[config.mk]
export PLATFORM = sky130hd
export DESIGN_NAME = hiccup_guard
export DESIGN_NICKNAME = d
export VERILOG_FILES = /design/src/rtl/hiccup_guard.sv
export SDC_FILE = /design/constraint.sdc
export NUM_CORES = 1
export LEC_CHECK = 0
export BUFFER_PORTS_ARGS = -buffer_cell sky130_fd_sc_hd__buf_2
export CORE_MARGIN = 2
export CORE_UTILIZATION = 60
export DETAILED_ROUTE_END_ITERATION = 6
export GPL_TIMING_DRIVEN = 0
export MAX_ROUTING_LAYER = met4
export PLACE_DENSITY = 0.93
export SLEW_MARGIN = 30
export SYNTH_ARGS = -nofsm -noshare
export SYNTH_HDL_FRONTEND = slang
export SYNTH_SLANG_ARGS = --single-unit
export TNS_END_PERCENT = 20
[constraint.sdc]
create_clock -name clk -period 5.1 [get_ports clk]
set_input_delay 0.51 -clock clk [delete_from_list [all_inputs] [get_ports clk]]
set_output_delay 0.51 -clock clk [all_outputs]
set_load 0.01 [all_outputs]
[src/rtl/hiccup_guard.sv]
module hiccup_guard #(
  parameter int CNT_W     = 3,
  parameter int CLEAN_CYC = 3,
  parameter int DRAIN_TMO = 64,
  parameter int WAIT_CYC  = 1024
) (
  input  logic       clk,
  input  logic       rst_n,
  input  logic       en,
  input  logic       tick,
  input  logic       hs_lim,
  input  logic       ls_lim,
  input  logic       zero_x,
  input  logic       hot,
  input  logic       cooled,
  output logic       force_ls,
  output logic       force_off,
  output logic       ss_restart,
  output logic [2:0] fault_state
);

  localparam int TMAX = (WAIT_CYC > DRAIN_TMO) ? WAIT_CYC : DRAIN_TMO;
  localparam int CLW  = $clog2(CLEAN_CYC + 1);
  localparam int TW   = $clog2(TMAX + 1);
  localparam logic [CNT_W-1:0] CNT_MAX = '1;

  typedef enum logic [2:0] {
    S_IDLE  = 3'd0,
    S_RUN   = 3'd1,
    S_DRAIN = 3'd2,
    S_WAIT  = 3'd3,
    S_THERM = 3'd4
  } st_t;

  st_t              st;
  logic [CNT_W-1:0] cnt;
  logic [CLW-1:0]   clean;
  logic [TW-1:0]    tmr;

  wire evt = tick & (hs_lim | ls_lim);

  always_ff @(posedge clk or negedge rst_n) begin
    if (!rst_n) begin
      st         <= S_IDLE;
      cnt        <= '0;
      clean      <= '0;
      tmr        <= '0;
      ss_restart <= 1'b0;
    end else begin
      ss_restart <= 1'b0;
      if (!en) begin
        st    <= S_IDLE;
        cnt   <= '0;
        clean <= '0;
        tmr   <= '0;
      end else if (hot && st != S_IDLE && st != S_THERM) begin
        st    <= S_THERM;
        cnt   <= '0;
        clean <= '0;
        tmr   <= '0;
      end else begin
        case (st)
          S_IDLE: st <= S_RUN;
          S_RUN: begin
            if (evt) begin
              clean <= '0;
              if (cnt == CNT_MAX) begin
                st  <= S_DRAIN;
                cnt <= '0;
                tmr <= '0;
              end else begin
                cnt <= cnt + 1'b1;
              end
            end else if (tick) begin
              if (clean == CLW'(CLEAN_CYC - 1)) begin
                clean <= '0;
                cnt   <= '0;
              end else begin
                clean <= clean + 1'b1;
              end
            end
          end
          S_DRAIN: begin
            if (tick) begin
              if (zero_x || tmr == TW'(DRAIN_TMO - 1)) begin
                st  <= S_WAIT;
                tmr <= '0;
              end else begin
                tmr <= tmr + 1'b1;
              end
            end
          end
          S_WAIT: begin
            if (tick) begin
              if (tmr == TW'(WAIT_CYC - 1)) begin
                st         <= S_RUN;
                tmr        <= '0;
                cnt        <= '0;
                clean      <= '0;
                ss_restart <= 1'b1;
              end else begin
                tmr <= tmr + 1'b1;
              end
            end
          end
          S_THERM: begin
            if (cooled) begin
              st         <= S_RUN;
              ss_restart <= 1'b1;
            end
          end
          default: st <= S_IDLE;
        endcase
      end
    end
  end

  assign force_ls    = (st == S_DRAIN);
  assign force_off   = (st == S_IDLE) || (st == S_WAIT) || (st == S_THERM);
  assign fault_state = st;

  p_drain_entry_r3: assert property (@(posedge clk) disable iff (!rst_n)
    (en && !hot && st == S_RUN && evt && cnt == CNT_MAX) |=> force_ls);

  p_wait_after_drain_r5: assert property (@(posedge clk) disable iff (!rst_n)
    (st == S_WAIT && $past(st) != S_WAIT) |-> $past(st) == S_DRAIN);

  p_restart_single_r7: assert property (@(posedge clk) disable iff (!rst_n)
    ss_restart |=> !ss_restart);

  p_restart_clean_r7: assert property (@(posedge clk) disable iff (!rst_n)
    ss_restart |-> (st == S_RUN && cnt == '0));

  p_thermal_entry_r10: assert property (@(posedge clk) disable iff (!rst_n)
    (en && hot && (st == S_RUN || st == S_DRAIN || st == S_WAIT)) |=> (st == S_THERM && force_off));

  p_disable_idle_r11: assert property (@(posedge clk) disable iff (!rst_n)
    !en |=> (fault_state == 3'd0 && cnt == '0));

endmodule

; Word-level counts from Yosys, hierarchy flattened
; Cells that the tools add are included.
[word_totals]
wordCells = 83
input_bits = 9
ff_bits = 20
mem_bits_rw = 0
latch_bits = 0
output_inout_bits = 6
romBits = 0
mem_count = 0
[classes]
mux = 42
n_div = 0
reduce_logical = 11
shifts = 0
n_addsub = 3
multipliers = 0
n_bitwise = 2
n_eq_ne = 20
order_cmp = 0
[ops]
columns = cell, n
row1 = two-way mux 11 bit, 8
row2 = two-way mux 3 bit, 17
row3 = one-hot mux 11 bit (3 select lines), 1
row4 = "!= test 4 bit, second input constant", 5
row5 = one-hot mux 3 bit (5 select lines), 1
row6 = two-way mux 2 bit, 7
row7 = "adder 11 x 1 -> 11 bit, second input constant", 1
row8 = "== test 11 x 10 -> 1 bit, second input constant", 1
row9 = "== test 11 x 6 -> 1 bit, second input constant", 1
row10 = "!= test 5 bit, second input constant", 2
row11 = AND reduction 5 bit, 2
row12 = AND reduction 7 bit, 1
row13 = "== test 3 x 2 -> 1 bit, second input constant", 2
row14 = "== test 3 bit, second input constant", 2
row15 = one-hot mux 3 bit (2 select lines), 1
row16 = two-way mux 1 bit, 5
row17 = "!= test 5 x 1 -> 1 bit, second input constant", 1
row18 = "!= test 4 x 1 -> 1 bit, second input constant", 1
row19 = "!= test 4 x 2 -> 1 bit, second input constant", 1
row20 = "!= test 4 x 3 -> 1 bit, second input constant", 1
row21 = one-hot mux 2 bit (2 select lines), 1
row22 = AND reduction 4 bit, 1
row23 = "adder 3 x 1 -> 3 bit, second input constant", 1
row24 = "== test 3 x 1 -> 1 bit, second input constant", 1
row25 = other kinds (10), 13

; Logic depth before layout (Yosys ltp)
[logic_depth]
word_depth = 7
mapped_depth = 7
mapped_depth_nobuf = 6

; Least setup slack after synthesis
; No wires, ideal clock.
[synth_path]
kind = flip-flop to flip-flop
start = register tmr[0]
end = register st[1], in the netlist fault_state[1]
path_stages_with_launch = 7
required_ns = 4.970
arrival_time_ns = 1.744
slack_ns = 3.226
setup_ns = 0.130
period_less_slack_ns = 1.874
path_buffers = 1
path_cell_list = dfrtp_1 > ha_1 > nand3_2 > o41a_1 > clkbuf_1 > o41ai_1 > o21ai_0
[synth_via]
elab_chain_cells = 4
elab_cells_between_ends = 6
classes_between = eq/ne (4) / reduce/logical (2)
[synth_lines]
columns = item, line_no
row1 = start: declaration, 38  ; logic [TW-1:0] tmr;
row2 = start signal: assignment, 89  ; tmr <= tmr + 1'b1;
row3 = start signal: assignment, 102  ; tmr <= tmr + 1'b1;
row4 = == test 11 x 6 -> 1 bit, 85  ; if (zero_x || tmr == TW'(DRAIN_TMO - 1)) begin
row5 = logical OR 1 bit, 85
row6 = != test 4 x 2 -> 1 bit (no line), -
row7 = AND reduction 7 bit (no line) (*), -
row8 = end signal: assignment, 86  ; st <= S_WAIT;
row9 = end signal: assignment, 96  ; st <= S_RUN;
row10 = end signal: assignment, 108  ; st <= S_RUN;
row11 = end: declaration, 35  ; st_t st;
; Mark *: on every way between the ends. The rest lies on a longest branch, timed or not.
; A chain may end at the register's enable or synchronous reset.

; Worst setup path after layout
[layout_path]
start = register st[2], in the netlist fault_state[2]
end = output port force_off
[layout_via]
elab_chain_cells = 3
elab_cells_between_ends = 5
classes_between = eq/ne (2) / reduce/logical (3)
[layout_lines]
columns = item, line_no
row1 = start signal: assignment, 44  ; st <= S_IDLE;
row2 = start signal: assignment, 52  ; st <= S_IDLE;
row3 = start signal: assignment, 57  ; st <= S_THERM;
row4 = == test 3 x 2 -> 1 bit or logical NOT 3 bit (tied branches), 119  ; assign force_off = (st == S_IDLE) || (st == S_WAIT) || (st == S_THERM);
row5 = logical OR 1 bit, 119
row6 = logical OR 1 bit (*), 119
row7 = end: declaration, 17  ; output logic force_off,
; Marked as above.

==> flow_metrics.py <==
metrics = {
    "yosys": {
        "netlist_area_mm2": 0.001503,
        "synthCells": 172,
        "synth_cell_type_count": 43,
        "ys_seq_area_share_pct": 33.31,
        "syn_avg_cell_area_um2": 8.737,
        "synthFlopType": "dfrtp_1",
        "yosys_warnings": 0,
        "synth_edf_count": 0,
        "synth_seq_cells": 20,
        "synth_nets": 184,
        "synth-async-reset-ratio_pct": 100.0,
    },
    "worst_setup_path": {
        "worst_ep_arrival_time_ns": 1.82,
        "crit_type": "reg -> out",
        "end_kind": "output pin",
        "cp-start-kind": "flop",
        "crit_fanout": 10,
        "r2r-end": "cnt[0]",
        "rrSetupSlack_ns": 2.80,
        "crit_required_ns": 4.59,
        "r2r-start": "fault_state[0]",
        "reg2reg_depth": 5,
    },
    "sta": {
        "finalHoldViolCount": 0,
        "totalNegativeSetupSlack_ns": 0,
        "tightest_slew_ns": 0.7205,
        "max_freq_ghz": 0.4300,
        "clock_skew_ns": 0.001735,
        "fin_hold_ws_ns": 0.1428,
        "period_minus_slack_ns": 2.326,
        "rsz0062_at_grt": "no",
        "setup_viol": 0,
        "worst_slack_ns": 2.774,
        "slew_viol_final": 0,
        "post-route-period-util_pct": 45.60,
        "maxSlewHeadroom_pct": 51.97,
    },
    "floorplanning": {
        "row_count": 18,
        "num_io_pins": 15,
        "coreArea_mm2": 0.002432,
        "die_w_um": 54.05,
        "die_y_um": 54.05,
        "dieArea_mm2": 0.002921,
        "floorplan.initialDensity_pct": 61.78,
    },
    "clocking": {
        "cts_resized": 0,
        "clk_latency_ns": 0.30,
        "h-tree-depth": 1,
        "numClockSinks": 20,
        "cts.clk_slew.worst_paths_ns": 0.12,
        "clockBufferDepth": 2,
        "cts_hold_buf": 0,
        "cts_tree": "built",
        "cts_setup_buffers": 0,
        "cts_buffers": 3,
        "cts-root-buf": "clkbuf_4",
    },
    "status": {
        "status": "completed",
    },
    "final_layout": {
        "final_cell_mix": "buf_2, o21ai_0, dfrtp_1",
        "final_util_pct": 67.13,
        "drive_gt1_share_pct": 17.99,
        "nets": 203,
        "syn2layout_area_growth_pct": 8.660,
        "antennaDiodeCount": 0,
        "n_fill_cell": 192,
    },
    "global_routing": {
        "antenna_found_initial": 0,
        "grtUsageTotal_pct": 32.64,
        "first_global_vias": 1448,
        "grt_pass1_wl_mm": 6.706,
        "grt_overflow": 0,
        "grt_max_degree": 21,
    },
    "placement": {
        "dp_slack_ns": 2.836,
        "dp_hpwl_mm": 2.987,
        "io_buffers": 14,
        "gp_congestion": 0.9331,
    },
    "power": {
        "power.static_leakage_nw": 0.6641,
        "ir_drop_mv": 0.2243,
        "cellPowerDensity_mw_per_mm2": 273.7,
        "power.total_mw": 0.4468,
    },
    "route": {
        "drtIter0Drc": 101,
        "vias": 1606,
        "routedWlPerCell_um": 19.30,
        "final_antenna_net_count": 0,
        "viasPerCell": 7.333,
        "drt_wl_total_mm": 4.227,
        "drc": 0,
        "drt_first_pass_iters": 5,
    },
    "min_path": {
        "hold_path.class": "in -> async",
    },
    "job": {
        "max_cap_violations": 0,
    },
}
registers in the layout, indices dropped and copies added, names as in the netlist:
name and flops:
tmr 11, cnt 3, fault_state 3, clean 2, ss_restart 1
critical path, cell delays in order (launching register included):
cell	delay (ns)
dfrtp_1	0.43
clkbuf_1	0.23
nand2b_1	0.31
or2_2	0.33
o21ai_0	0.07
buf_2	0.14
Yosys cell counts, drive strengths merged (2+ instances only):
cell     instances  area share, %
or4b             2            1.3
nand3           15            5.3
and3b            2            1.2
clkbuf           7            1.7
and3             3            1.2
and4             3            1.7
o211ai           8            4.0
nand4            2            1.2
or3b             2            1.2
or2              3            1.2
dfrtp           20             33
o2111ai         18             10
ha               3            2.5
nor2             4            1.0
a21oi            6            2.0
o41ai            2            1.2
and2             2           0.83
nor3b            4            2.0
nor3             2           0.67
o21ai           22            7.3
nand2            9            2.2
nor4b            3            1.7
inv              6            1.5
buf              6            2.0
mux2             3            2.2
metrics by stage:
stage               area (um2)  std cells
floorplan                 1503        172
CTS                       1633        219
global route              1633        219
global placement          1610        216
finish                    1633        219
detailed placement        1610        216
per-layer routing:
metal,GRT usage (%),share of wire (%),vias up,routed length (um)
li1,-,-,730,-
met1,42.64,43,766,1827
met2,47.56,47,89,1970
met3,5.000,7.1,21,300
met4,19.17,3.0,0,128
met5,-,0,-,0
final cells by class:
cell class	instances	area [um2]	share of cell area, %
Multi-Input combinational cell	133	923.4	56.55
Sequential cell	20	500.5	30.65
Timing Repair Buffer	14	70.07	4.291
Buffer	13	56.30	3.448
Tap cell	30	37.54	2.299
Clock buffer	3	22.52	1.379
Inverter	6	22.52	1.379
cell families after synthesis:
family	synth area share (%)
multiplexers	2.248
buffers and inverters	5.246
AND/OR/NAND/NOR	26.06
adder cells (fa/ha/maj)	2.498
AO/OA/AOI/OAI	30.64
flip-flops	33.31
power by group:
part | internal [mW] | switching, mW
Combinational | 0.0639 | 0.121
Clock | 0.0276 | 0.0516
Sequential | 0.170 | 0.0132
worst max path at each step:
stage,start,end,slack (ns),cells after the start
floorplan,tmr[0],fault_state[1],3.23,6
global placement,fault_state[0],cnt[0],2.91,5
global route,fault_state[0],cnt[1],2.64,5
finish,fault_state[2],force_off,2.77,5
CTS,fault_state[2],force_off,2.81,5
detailed placement,fault_state[0],cnt[0],2.84,5
Power figures use the tool's default switching activity.
